$ cat config.mk
export PLATFORM = sky130hd
export DESIGN_NAME = sleep_wake_ctrl
export DESIGN_NICKNAME = d
export VERILOG_FILES = /design/src/rtl/swc_pkg.sv /design/src/rtl/swc_sync.sv /design/src/rtl/swc_control.sv /design/src/rtl/swc_datapath.sv /design/src/rtl/sleep_wake_ctrl.sv
export SDC_FILE = /design/constraint.sdc
export NUM_CORES = 1
export LEC_CHECK = 0
export ABC_AREA = 1
export CAP_MARGIN = 20
export CORE_MARGIN = 2
export CORE_UTILIZATION = 55
export DETAILED_ROUTE_END_ITERATION = 12
export DONT_BUFFER_PORTS = 1
export PLACE_DENSITY = 0.81
export SYNTH_ARGS = -nofsm -noshare
export SYNTH_HDL_FRONTEND = slang
export SYNTH_SLANG_ARGS = --single-unit
$ cat constraint.sdc
create_clock -name clk -period 2 [get_ports clk]
set_input_delay 0.4 -clock clk [delete_from_list [all_inputs] [get_ports clk]]
set_output_delay 0.4 -clock clk [all_outputs]
set_load 0.02 [all_outputs]
$ cat src/rtl/swc_pkg.sv
package swc_pkg;
  localparam int Q_PHASES = 4;

  typedef enum logic [1:0] {
    ST_RUN     = 2'd0,
    ST_ASLEEP  = 2'd1,
    ST_STARTUP = 2'd2,
    ST_VECWAIT = 2'd3
  } swcState_t;

  typedef enum logic [1:0] {
    CAUSE_INT = 2'd0,
    CAUSE_WDT = 2'd1,
    CAUSE_RST = 2'd2
  } swcCause_t;

  typedef struct packed {
    logic sleepEnter;
    logic clearTo;
    logic clearWdt;
    logic loadOst;
    logic loadVec;
    logic fireResume;
    logic fireReset;
    logic fireVector;
  } swcStrobes_t;
endpackage

$ cat src/rtl/swc_sync.sv
module swc_sync #(
  parameter int WIDTH = 3
) (
  input  logic             clk,
  input  logic             rstN,
  input  logic [WIDTH-1:0] asyncIn,
  output logic [WIDTH-1:0] syncOut
);
  for (genvar i = 0; i < WIDTH; i++) begin : g_bit
    logic stage1;
    logic stage2;
    always_ff @(posedge clk or negedge rstN) begin
      if (!rstN) begin
        stage1 <= 1'b0;
        stage2 <= 1'b0;
      end else begin
        stage1 <= asyncIn[i];
        stage2 <= stage1;
      end
    end
    assign syncOut[i] = stage2;
  end
endmodule

$ cat src/rtl/swc_control.sv
module swc_control
  import swc_pkg::*;
(
  input  logic        clk,
  input  logic        rstN,
  input  logic        sleepReq,
  input  logic        gie,
  input  logic        pendingNow,
  input  logic        rstWake,
  input  logic        wdtWake,
  input  logic        intWake,
  input  logic        ostDone,
  input  logic        vecDone,
  output swcStrobes_t strb,
  output logic        clkRun
);
  swcState_t state, stateNext;
  swcCause_t cause, causeNext;

  always_comb begin
    strb      = '0;
    stateNext = state;
    causeNext = cause;
    case (state)
      ST_RUN: begin
        if (sleepReq) begin
          strb.sleepEnter = 1'b1;
          if (pendingNow) begin
            strb.clearWdt   = 1'b1;
            strb.fireResume = 1'b1;
            if (gie) begin
              strb.loadVec = 1'b1;
              stateNext    = ST_VECWAIT;
            end
          end else begin
            stateNext = ST_ASLEEP;
          end
        end
      end
      ST_ASLEEP: begin
        if (rstWake || wdtWake || intWake) begin
          strb.clearWdt = 1'b1;
          strb.loadOst  = 1'b1;
          stateNext     = ST_STARTUP;
          if (rstWake) begin
            causeNext = CAUSE_RST;
          end else if (wdtWake) begin
            causeNext    = CAUSE_WDT;
            strb.clearTo = 1'b1;
          end else begin
            causeNext = CAUSE_INT;
          end
        end
      end
      ST_STARTUP: begin
        if (ostDone) begin
          stateNext = ST_RUN;
          if (cause == CAUSE_RST) begin
            strb.fireReset = 1'b1;
          end else begin
            strb.fireResume = 1'b1;
            if (cause == CAUSE_INT && gie) begin
              strb.loadVec = 1'b1;
              stateNext    = ST_VECWAIT;
            end
          end
        end
      end
      ST_VECWAIT: begin
        if (vecDone) begin
          strb.fireVector = 1'b1;
          stateNext       = ST_RUN;
        end
      end
      default: stateNext = ST_RUN;
    endcase
  end

  always_ff @(posedge clk or negedge rstN) begin
    if (!rstN) begin
      state <= ST_RUN;
      cause <= CAUSE_INT;
    end else begin
      state <= stateNext;
      cause <= causeNext;
    end
  end

  assign clkRun = (state == ST_RUN) || (state == ST_VECWAIT);
endmodule

$ cat src/rtl/swc_datapath.sv
module swc_datapath
  import swc_pkg::*;
#(
  parameter int OST_CYCLES = 1024
) (
  input  logic        clk,
  input  logic        rstN,
  input  swcStrobes_t strb,
  output logic        ostDone,
  output logic        vecDone,
  output logic        resumePulse,
  output logic        vectorPulse,
  output logic        coreReset,
  output logic        wdtClear,
  output logic        statusTo,
  output logic        statusPd
);
  localparam int OST_W = (OST_CYCLES > 2) ? $clog2(OST_CYCLES) : 1;
  localparam int VEC_W = $clog2(Q_PHASES);
  localparam logic [OST_W-1:0] OST_LOAD = OST_W'(OST_CYCLES - 1);
  localparam logic [VEC_W-1:0] VEC_LOAD = VEC_W'(Q_PHASES - 1);

  logic [OST_W-1:0] ostCount;
  logic [VEC_W-1:0] vecCount;

  always_ff @(posedge clk or negedge rstN) begin
    if (!rstN) begin
      ostCount <= '0;
    end else if (strb.loadOst) begin
      ostCount <= OST_LOAD;
    end else if (ostCount != '0) begin
      ostCount <= ostCount - 1'b1;
    end
  end

  always_ff @(posedge clk or negedge rstN) begin
    if (!rstN) begin
      vecCount <= '0;
    end else if (strb.loadVec) begin
      vecCount <= VEC_LOAD;
    end else if (vecCount != '0) begin
      vecCount <= vecCount - 1'b1;
    end
  end

  assign ostDone = (ostCount == '0);
  assign vecDone = (vecCount == '0);

  always_ff @(posedge clk or negedge rstN) begin
    if (!rstN) begin
      statusPd <= 1'b1;
      statusTo <= 1'b1;
    end else begin
      if (strb.sleepEnter) begin
        statusPd <= 1'b0;
        statusTo <= 1'b1;
      end else if (strb.clearTo) begin
        statusTo <= 1'b0;
      end
    end
  end

  always_ff @(posedge clk or negedge rstN) begin
    if (!rstN) begin
      resumePulse <= 1'b0;
      vectorPulse <= 1'b0;
      coreReset   <= 1'b0;
      wdtClear    <= 1'b0;
    end else begin
      resumePulse <= strb.fireResume;
      vectorPulse <= strb.fireVector;
      coreReset   <= strb.fireReset;
      wdtClear    <= strb.clearWdt;
    end
  end
endmodule

$ cat src/rtl/sleep_wake_ctrl.sv
module sleep_wake_ctrl
  import swc_pkg::*;
#(
  parameter int N_IRQ      = 8,
  parameter int OST_CYCLES = 1024
) (
  input  logic             clk,
  input  logic             rstN,
  input  logic             sleepReq,
  input  logic             gie,
  input  logic             wdtEnable,
  input  logic             wdtTimeout,
  input  logic             extResetReq,
  input  logic [N_IRQ-1:0] intFlags,
  input  logic [N_IRQ-1:0] intEnables,
  output logic             clkRun,
  output logic             resumePulse,
  output logic             vectorPulse,
  output logic             coreReset,
  output logic             wdtClear,
  output logic             statusTo,
  output logic             statusPd
);
  localparam int N_SRC = 3;

  logic             pendingNow;
  logic [N_SRC-1:0] rawSrc;
  logic [N_SRC-1:0] syncSrc;
  logic             ostDone;
  logic             vecDone;
  swcStrobes_t      strb;

  assign pendingNow = |(intFlags & intEnables);
  assign rawSrc     = {extResetReq, wdtTimeout & wdtEnable, pendingNow};

  swc_sync #(.WIDTH(N_SRC)) u_sync (
    .clk     (clk),
    .rstN    (rstN),
    .asyncIn (rawSrc),
    .syncOut (syncSrc)
  );

  swc_control u_ctrl (
    .clk        (clk),
    .rstN       (rstN),
    .sleepReq   (sleepReq),
    .gie        (gie),
    .pendingNow (pendingNow),
    .rstWake    (syncSrc[2]),
    .wdtWake    (syncSrc[1]),
    .intWake    (syncSrc[0]),
    .ostDone    (ostDone),
    .vecDone    (vecDone),
    .strb       (strb),
    .clkRun     (clkRun)
  );

  swc_datapath #(.OST_CYCLES(OST_CYCLES)) u_dp (
    .clk         (clk),
    .rstN        (rstN),
    .strb        (strb),
    .ostDone     (ostDone),
    .vecDone     (vecDone),
    .resumePulse (resumePulse),
    .vectorPulse (vectorPulse),
    .coreReset   (coreReset),
    .wdtClear    (wdtClear),
    .statusTo    (statusTo),
    .statusPd    (statusPd)
  );
endmodule

==> results by group, run 1 <==
Timing
  – Setup violations, final: 0
  – Final worst clock skew: 0.000949 ns
  – Final period util: between 80% and 90%
  – Fin Setup TNS: 0 ns
  – Final Hold Viols: 0
  – Worst-Margin Slew: 0.538 ns
  – Fmax: 0.601 GHz
  – RSZ-0062 raised after global routing: no
  – Max_slew headroom: 64.2%
  – WHS: 0.0897 ns
  – Final number of max-transition violations: 0
  – Tmin final: 1.66 ns

Critical path
  – WP data arrival: 1.26 ns
  – Reg2Reg Setup Slack: 0.38 ns
  – Crit. End Element: output pin
  – CP Cell Sequence: inv_1 > ha_1 > inv_1
  – Crit path top cell by count: inv_1
  – Critical path class: flop to output pin
  – Largest stage delay, worst path: 0.42 ns
  – Max FO, Critical Path: 4
  – Slowest CP cell: dfrtp_1
  – Startpoint class of the critical path: flop
  – Required @ worst endpoint: 1.60 ns

Layout
  – Number of inserted diodes: 0
  – Share of cells above drive strength 1: 13.6%
  – Filler cell count: around 220
  – Final Cell Area: between 1500 and 2000 sq um
  – Final Net Count: approximately 210
  – Final Non-Filler Cells: 207
  – P&R area growth vs syn: 4.83%

CTS
  – Num Clock Sinks: 28
  – Postcts setup bufs: 0
  – Clk slew on worst S/H paths: roughly 0.13 ns
  – CTS root buf: clkbuf_4
  – CTS max path bufs: 2
  – Clk_lat worst skew: ~0.32 ns
  – CTS tree: done
  – H-tree lvl count: 1
  – Cts bufs inserted: 3

Logic synthesis
  – Syn Inst Count: 173
  – Main combinational cell family by area after synthesis: simple AND/OR/NAND/NOR gates
  – Post-synth top area cell: dfrtp_1
  – Area fraction in compound gates after synthesis: roughly a tenth
  – Yosys warning total: 0
  – Adder-cell share of the synthesized area: a little over 5%
  – Syn Nets: 202
  – Synth area leaders: dfrtp_1 (44%), nand2_1 (12%), inv_1 (7.6%)
  – Mapped Area: roughly 1500 sq um
  – Mux contribution to synthesized area: 0%
  – Top cell type's share of synthesized area: 44.0%
  – XOR/XNOR share of the synthesized area: 1.78%
  – Yosys cell types: 29
  – Syn avg cell area: between 8 and 9 sq um
  – Post-Synth Simple-Gate Area: 24.6%
  – Register area share after synthesis: ~48%
  – Yosys reg bits: 28

Run status
  – Status: finished, final reports clean

Drt
  – DRT Pass-1 Iters: 5
  – Post-route ant nets: 0
  – Average wire per standard cell: approximately 11 microns
  – Drt drc: 0
  – Vias post-DR: 1087
  – Via density: 5.25
  – WL final: 2380 microns
  – Initial DRC Count: 22

Placed design
  – Post-Place Cell Area: approximately 1500 sq um
  – Placed cells: 201
  – Placer Congestion: around 0.84
  – Post-detail-place hpwl: 1850 microns
  – Buffers on Ports: 0

Die
  – Die Y: roughly 56 microns
  – Area of the core: 2520 sq um
  – Area of the die: around 3100 sq um
  – Num rows: 18
  – I/O Pins: 30
  – Die width: 55.8 microns
  – Starting Density: 58.6%

GRT
  – Largest net degree at the start of global routing: 29
  – Initial antenna violation count: 0
  – First-pass GRT wire length: 4360 microns
  – Vias in the first global route: 1076
  – Grt total ovfl: 0
  – GR Util All Layers: 17.3%

Pwr
  – Cell area power density: between 1000 and 1500 nW/um^2
  – Leakage power: between 0.8 and 0.9 nW
  – Worst ir drop on vdd: roughly 0.82 mV

Hold path
  – Class of the worst hold path: input pin to flop

Flow run
  – Max_cap viols: 0
==> where the power goes <==
part	switching, mW	total, mW	internal (mW)
sequential	0.137	0.859	0.722
clock	0.152	0.230	0.0781
combinational	0.474	0.740	0.266
==> stage by stage <==
stage	total power, mW	worst slack [ns]	util, %
after floorplan	1.47	0.547	-
after global placement	1.55	0.466	59.2
after detailed placement	1.59	0.397	59.2
after CTS	1.85	0.320	61.4
after global routing	2.00	0.261	61.4
final	1.83	0.337	61.4
==> per-layer routing <==
metal  up-vias  track usage [%]  part of all wire [%]
met5         -                0                     0
met4         0             4.08                  0.59
met3         2             3.02                   6.2
met2        44             31.0                    49
met1       501             21.9                    44
li1        540                -                     -
==> Yosys cell counts (all sizes together) <==
cell,n
nand2,48
inv,36
dfrtp,26
nor2,16
o21ai,10
nand3,7
ha,6
a21oi,5
nor3,3
xor2,3
a31oi,2
buf,2
dfstp,2
nand4,2
o31ai,2
a21boi,1
o211ai,1
o22ai,1
==> area by class of cell <==
cell class,instances,area [sq um],area share [%]
tap,30,37.5,2.42
inverter,36,135,8.72
timing repair buffer,2,30.0,1.94
multi-input combinational,107,617,39.8
sequential,28,703,45.4
clock buffer,4,26.3,1.70
==> logic make-up after synthesis <==
kind of cell / Yosys count
and+or+nand+nor: 76
buffers and inverters: 38
DFF: 28
AOI/OAI and AO/OA: 22
adders and majority gates: 6
xor gates and xnor gates: 3
==> final timing paths <==
kind                            cells after the start                                to                             start
worst max register to register                      9       u_ctrl.state[1]$_DFFE_PN0P_      u_dp.ostCount[0]$_DFFE_PN0P_
min in group asynchronous                           2      u_dp.ostCount[4]$_DFFE_PN0P_                              rstN
worst min-delay path                                0  u_sync.g_bit[2].stage1$_DFF_PN0_                       extResetReq
max in group asynchronous                           2         u_dp.statusPd$_DFFE_PN1P_                              rstN
worst max-delay path                                3                            clkRun       u_ctrl.state[0]$_DFFE_PN0P_
worst min register to register                      0  u_sync.g_bit[2].stage2$_DFF_PN0_  u_sync.g_bit[2].stage1$_DFF_PN0_
==> critical path: cells and delay by family (launching register included) <==
| family | cells | cell delay (ns) |
|---|---|---|
| fa+ha+maj | 1 | 0.29 |
| buf+inv | 2 | 0.23 |
| flops | 1 | 0.42 |
==> sequential cells by signal, indices dropped and copies added (netlist names) <==
name,flops
u_ctrl.cause,2
u_ctrl.state,2
u_dp.coreReset,1
u_dp.ostCount,10
u_dp.resumePulse,1
u_dp.statusPd,1
u_dp.statusTo,1
u_dp.vecCount,2
u_dp.vectorPulse,1
u_dp.wdtClear,1
u_sync.g_bit.stage1,3
u_sync.g_bit.stage2,3
==> placed cells by master (no fill, tap or decap), drive strengths merged <==
cell          n
dlygate4sd3   1
ha            6
clkbuf        4
a21oi         5
a31oi         2
xor2          3
o22ai         1
inv          36
dfstp         2
nand4         2
buf           1
nand3         7
o211ai        1
a21boi        1
nand2        48
o31ai         2
dfrtp        26
o21ai        10
nor3          3
nor2         16
==> timing repair <==
item	in CTS	in global routing
hold endpoints to repair	28	0
gates resized for setup	0	0
hold buffers	2	0
Power figures use the tool's default switching activity.
==> run 2: changes to the inputs <==
clock period = 1.7 ns   (was 2 ns; I/O delays follow)
==> run 2 against run 1 <==
Net effect: combinational power increased by 24%; sequential power grew 19%; final area rose by 2.4%; largest power group unchanged; clock power grew 24%; highest routed layer unchanged; first-iteration DRC count grew 110%; register-to-register slack worse by 0.25 ns; largest cell class unchanged.
==> results by group, run 2 (synthesis gave the netlist of run 1 again) <==
Die
  – Area of the core: 2520 sq um
  – Die Y: 55.8 microns
  – I/O Pins: 30
  – Area of the die: around 3100 sq um
  – Die width: around 56 microns
  – Starting Density: 58.6%
  – Num rows: 18

Drt
  – Post-route ant nets: 0
  – Drt drc: 0
  – Via density: 5.46
  – DRT Pass-1 Iters: 4
  – WL final: 2590 microns
  – Vias post-DR: 1146
  – Initial DRC Count: between 40 and 50
  – Average wire per standard cell: 12.4 microns

Pwr
  – Cell area power density: ~1400 nW/um^2
  – Leakage power: about 0.81 nW
  – Worst ir drop on vdd: 0.842 mV

Layout
  – Most flop-heavy register: u_dp.ostCount
  – Most frequent cells in the layout: nand2_1 (46), inv_1 (29), dfrtp_1 (26)
  – Share of cells above drive strength 1: 15.6%
  – Final Net Count: 210
  – Number of inserted diodes: 0
  – Commonest non-fill, non-tap cell in the layout: nand2_1
  – P&R area growth vs syn: 7.37%
  – Largest register FFs: 10
  – Largest regs: u_dp.ostCount (10), u_sync.g_bit.stage1 (3), u_sync.g_bit.stage2 (3)
  – Final Cell Area: 1590 sq um

Critical path
  – Crit. End Element: output pin
  – Worst r2r src: u_dp.ostCount[0]$_DFFE_PN0P_
  – Startpoint class of the critical path: flop
  – WP data arrival: roughly 1.3 ns
  – FF-to-FF path depth: 9
  – Required @ worst endpoint: roughly 1.4 ns
  – FF-to-FF End: u_ctrl.state[1]$_DFFE_PN0P_
  – Reg2Reg Setup Slack: 0.13 ns
  – Critical path class: flop to output pin
  – Max FO, Critical Path: 4

Timing
  – Worst-Margin Slew: 0.451 ns
  – Max_slew headroom: between 60% and 70%
  – Final WS setup: 0.0877 ns
  – Final Hold Viols: 0
  – Tmin final: 1.61 ns
  – Final period util: 94.8%
  – RSZ-0062 raised after global routing: no
  – Fmax: slightly above 0.6 GHz
  – Setup violations, final: 0
  – Final number of max-transition violations: 0
  – WHS: about 0.089 ns
  – Fin Setup TNS: 0 ns
  – Final worst clock skew: 0.00444 ns

Flow run
  – Max_cap viols: 0

Hold path
  – Hold path start: wdtEnable
  – Class of the worst hold path: input pin to flop
  – Worst hold path cell count: 2
  – Hold EP: u_sync.g_bit[1].stage1$_DFF_PN0_

GRT
  – Grt total ovfl: 0
  – Largest net degree at the start of global routing: 29
  – Vias in the first global route: 1031
  – GR Util All Layers: 17.2%
  – Initial antenna violation count: 0
  – First-pass GRT wire length: approximately 4300 microns

CTS
  – H-tree lvl count: 1
  – CTS max path bufs: 2
  – CTS root buf: clkbuf_4
  – Cts bufs inserted: 3
  – Num Clock Sinks: 28
  – Clk slew on worst S/H paths: 0.14 ns
  – Postcts setup bufs: 0
  – Clk_lat worst skew: 0.33 ns
  – CTS tree: done

Placed design
  – Post-detail-place hpwl: 1900 microns
  – Buffers on Ports: 0
  – Place WS: 0.0567 ns
  – Post-Place Cell Area: around 1500 sq um
  – Placer Congestion: just over 0.8

Run status
  – Status: finished, final reports clean
-- run 2: layout make-up --
type	instances	area, sq um
fill	209	936
sequential	28	703
multi-input combinational	108	637
inverter	36	135
timing repair buffer	4	47.5
tap	30	37.5
clock buffer	4	26.3
-- run 2: metal layers --
metal	vias to the layer above	wire length [microns]	track usage, %
met2	48	1230	30.1
met3	4	158	2.79
met4	0	40	6.12
li1	556	-	-
met5	-	0	0
met1	538	1160	21.6
-- run 2: what timing repair did --
action | CTS | global route
hold buffers | 2 | 1
setup endpoints to repair | 0 | 3
hold endpoints to repair | 28 | 1
resized for setup | 0 | 3
-- run 2: through the flow --
step | utilization (%) | cells | power, mW
6_report | 62.9 | 210 | 2.22
5_1_grt | 62.9 | 210 | 2.41
2_1_floorplan | - | 173 | 1.73
3_5_place_dp | 59.5 | 202 | 1.90
3_3_place_gp | 59.5 | 202 | 1.83
4_1_cts | 61.7 | 208 | 2.20
-- run 2: how the worst max path moves through the flow --
| stage | startpoint | endpoint | slack [ns] | cells after the start |
|---|---|---|---|---|
| 3_3_place_gp | u_dp.ostCount[0]$_DFFE_PN0P_ | u_ctrl.state[0]$_DFFE_PN0P_ | 0.16 | 9 |
| 3_5_place_dp | u_dp.ostCount[0]$_DFFE_PN0P_ | u_ctrl.state[1]$_DFFE_PN0P_ | 0.06 | 9 |
| 2_1_floorplan | u_dp.ostCount[0]$_DFFE_PN0P_ | u_dp.ostCount[6]$_DFFE_PN0P_ | 0.25 | 10 |
| 6_report | u_ctrl.state[0]$_DFFE_PN0P_ | clkRun | 0.09 | 3 |
| 4_1_cts | u_dp.ostCount[0]$_DFFE_PN0P_ | u_ctrl.state[1]$_DFFE_PN0P_ | 0.03 | 9 |
| 5_1_grt | u_ctrl.state[0]$_DFFE_PN0P_ | clkRun | 0.01 | 3 |
-- run 2: critical path: stages (launching register included) --
cell and delay, ns:
dfrtp_1 0.42, inv_1 0.08, ha_1 0.29, inv_1 0.15
-- run 2: power by group --
part | leakage, nW | internal [mW] | switching (mW) | total [mW]
sequential | 0.312 | 0.849 | 0.169 | 1.02
combinational | 0.482 | 0.342 | 0.576 | 0.918
clock | 0.0150 | 0.0923 | 0.193 | 0.285
total | 0.809 | 1.28 | 0.938 | 2.22
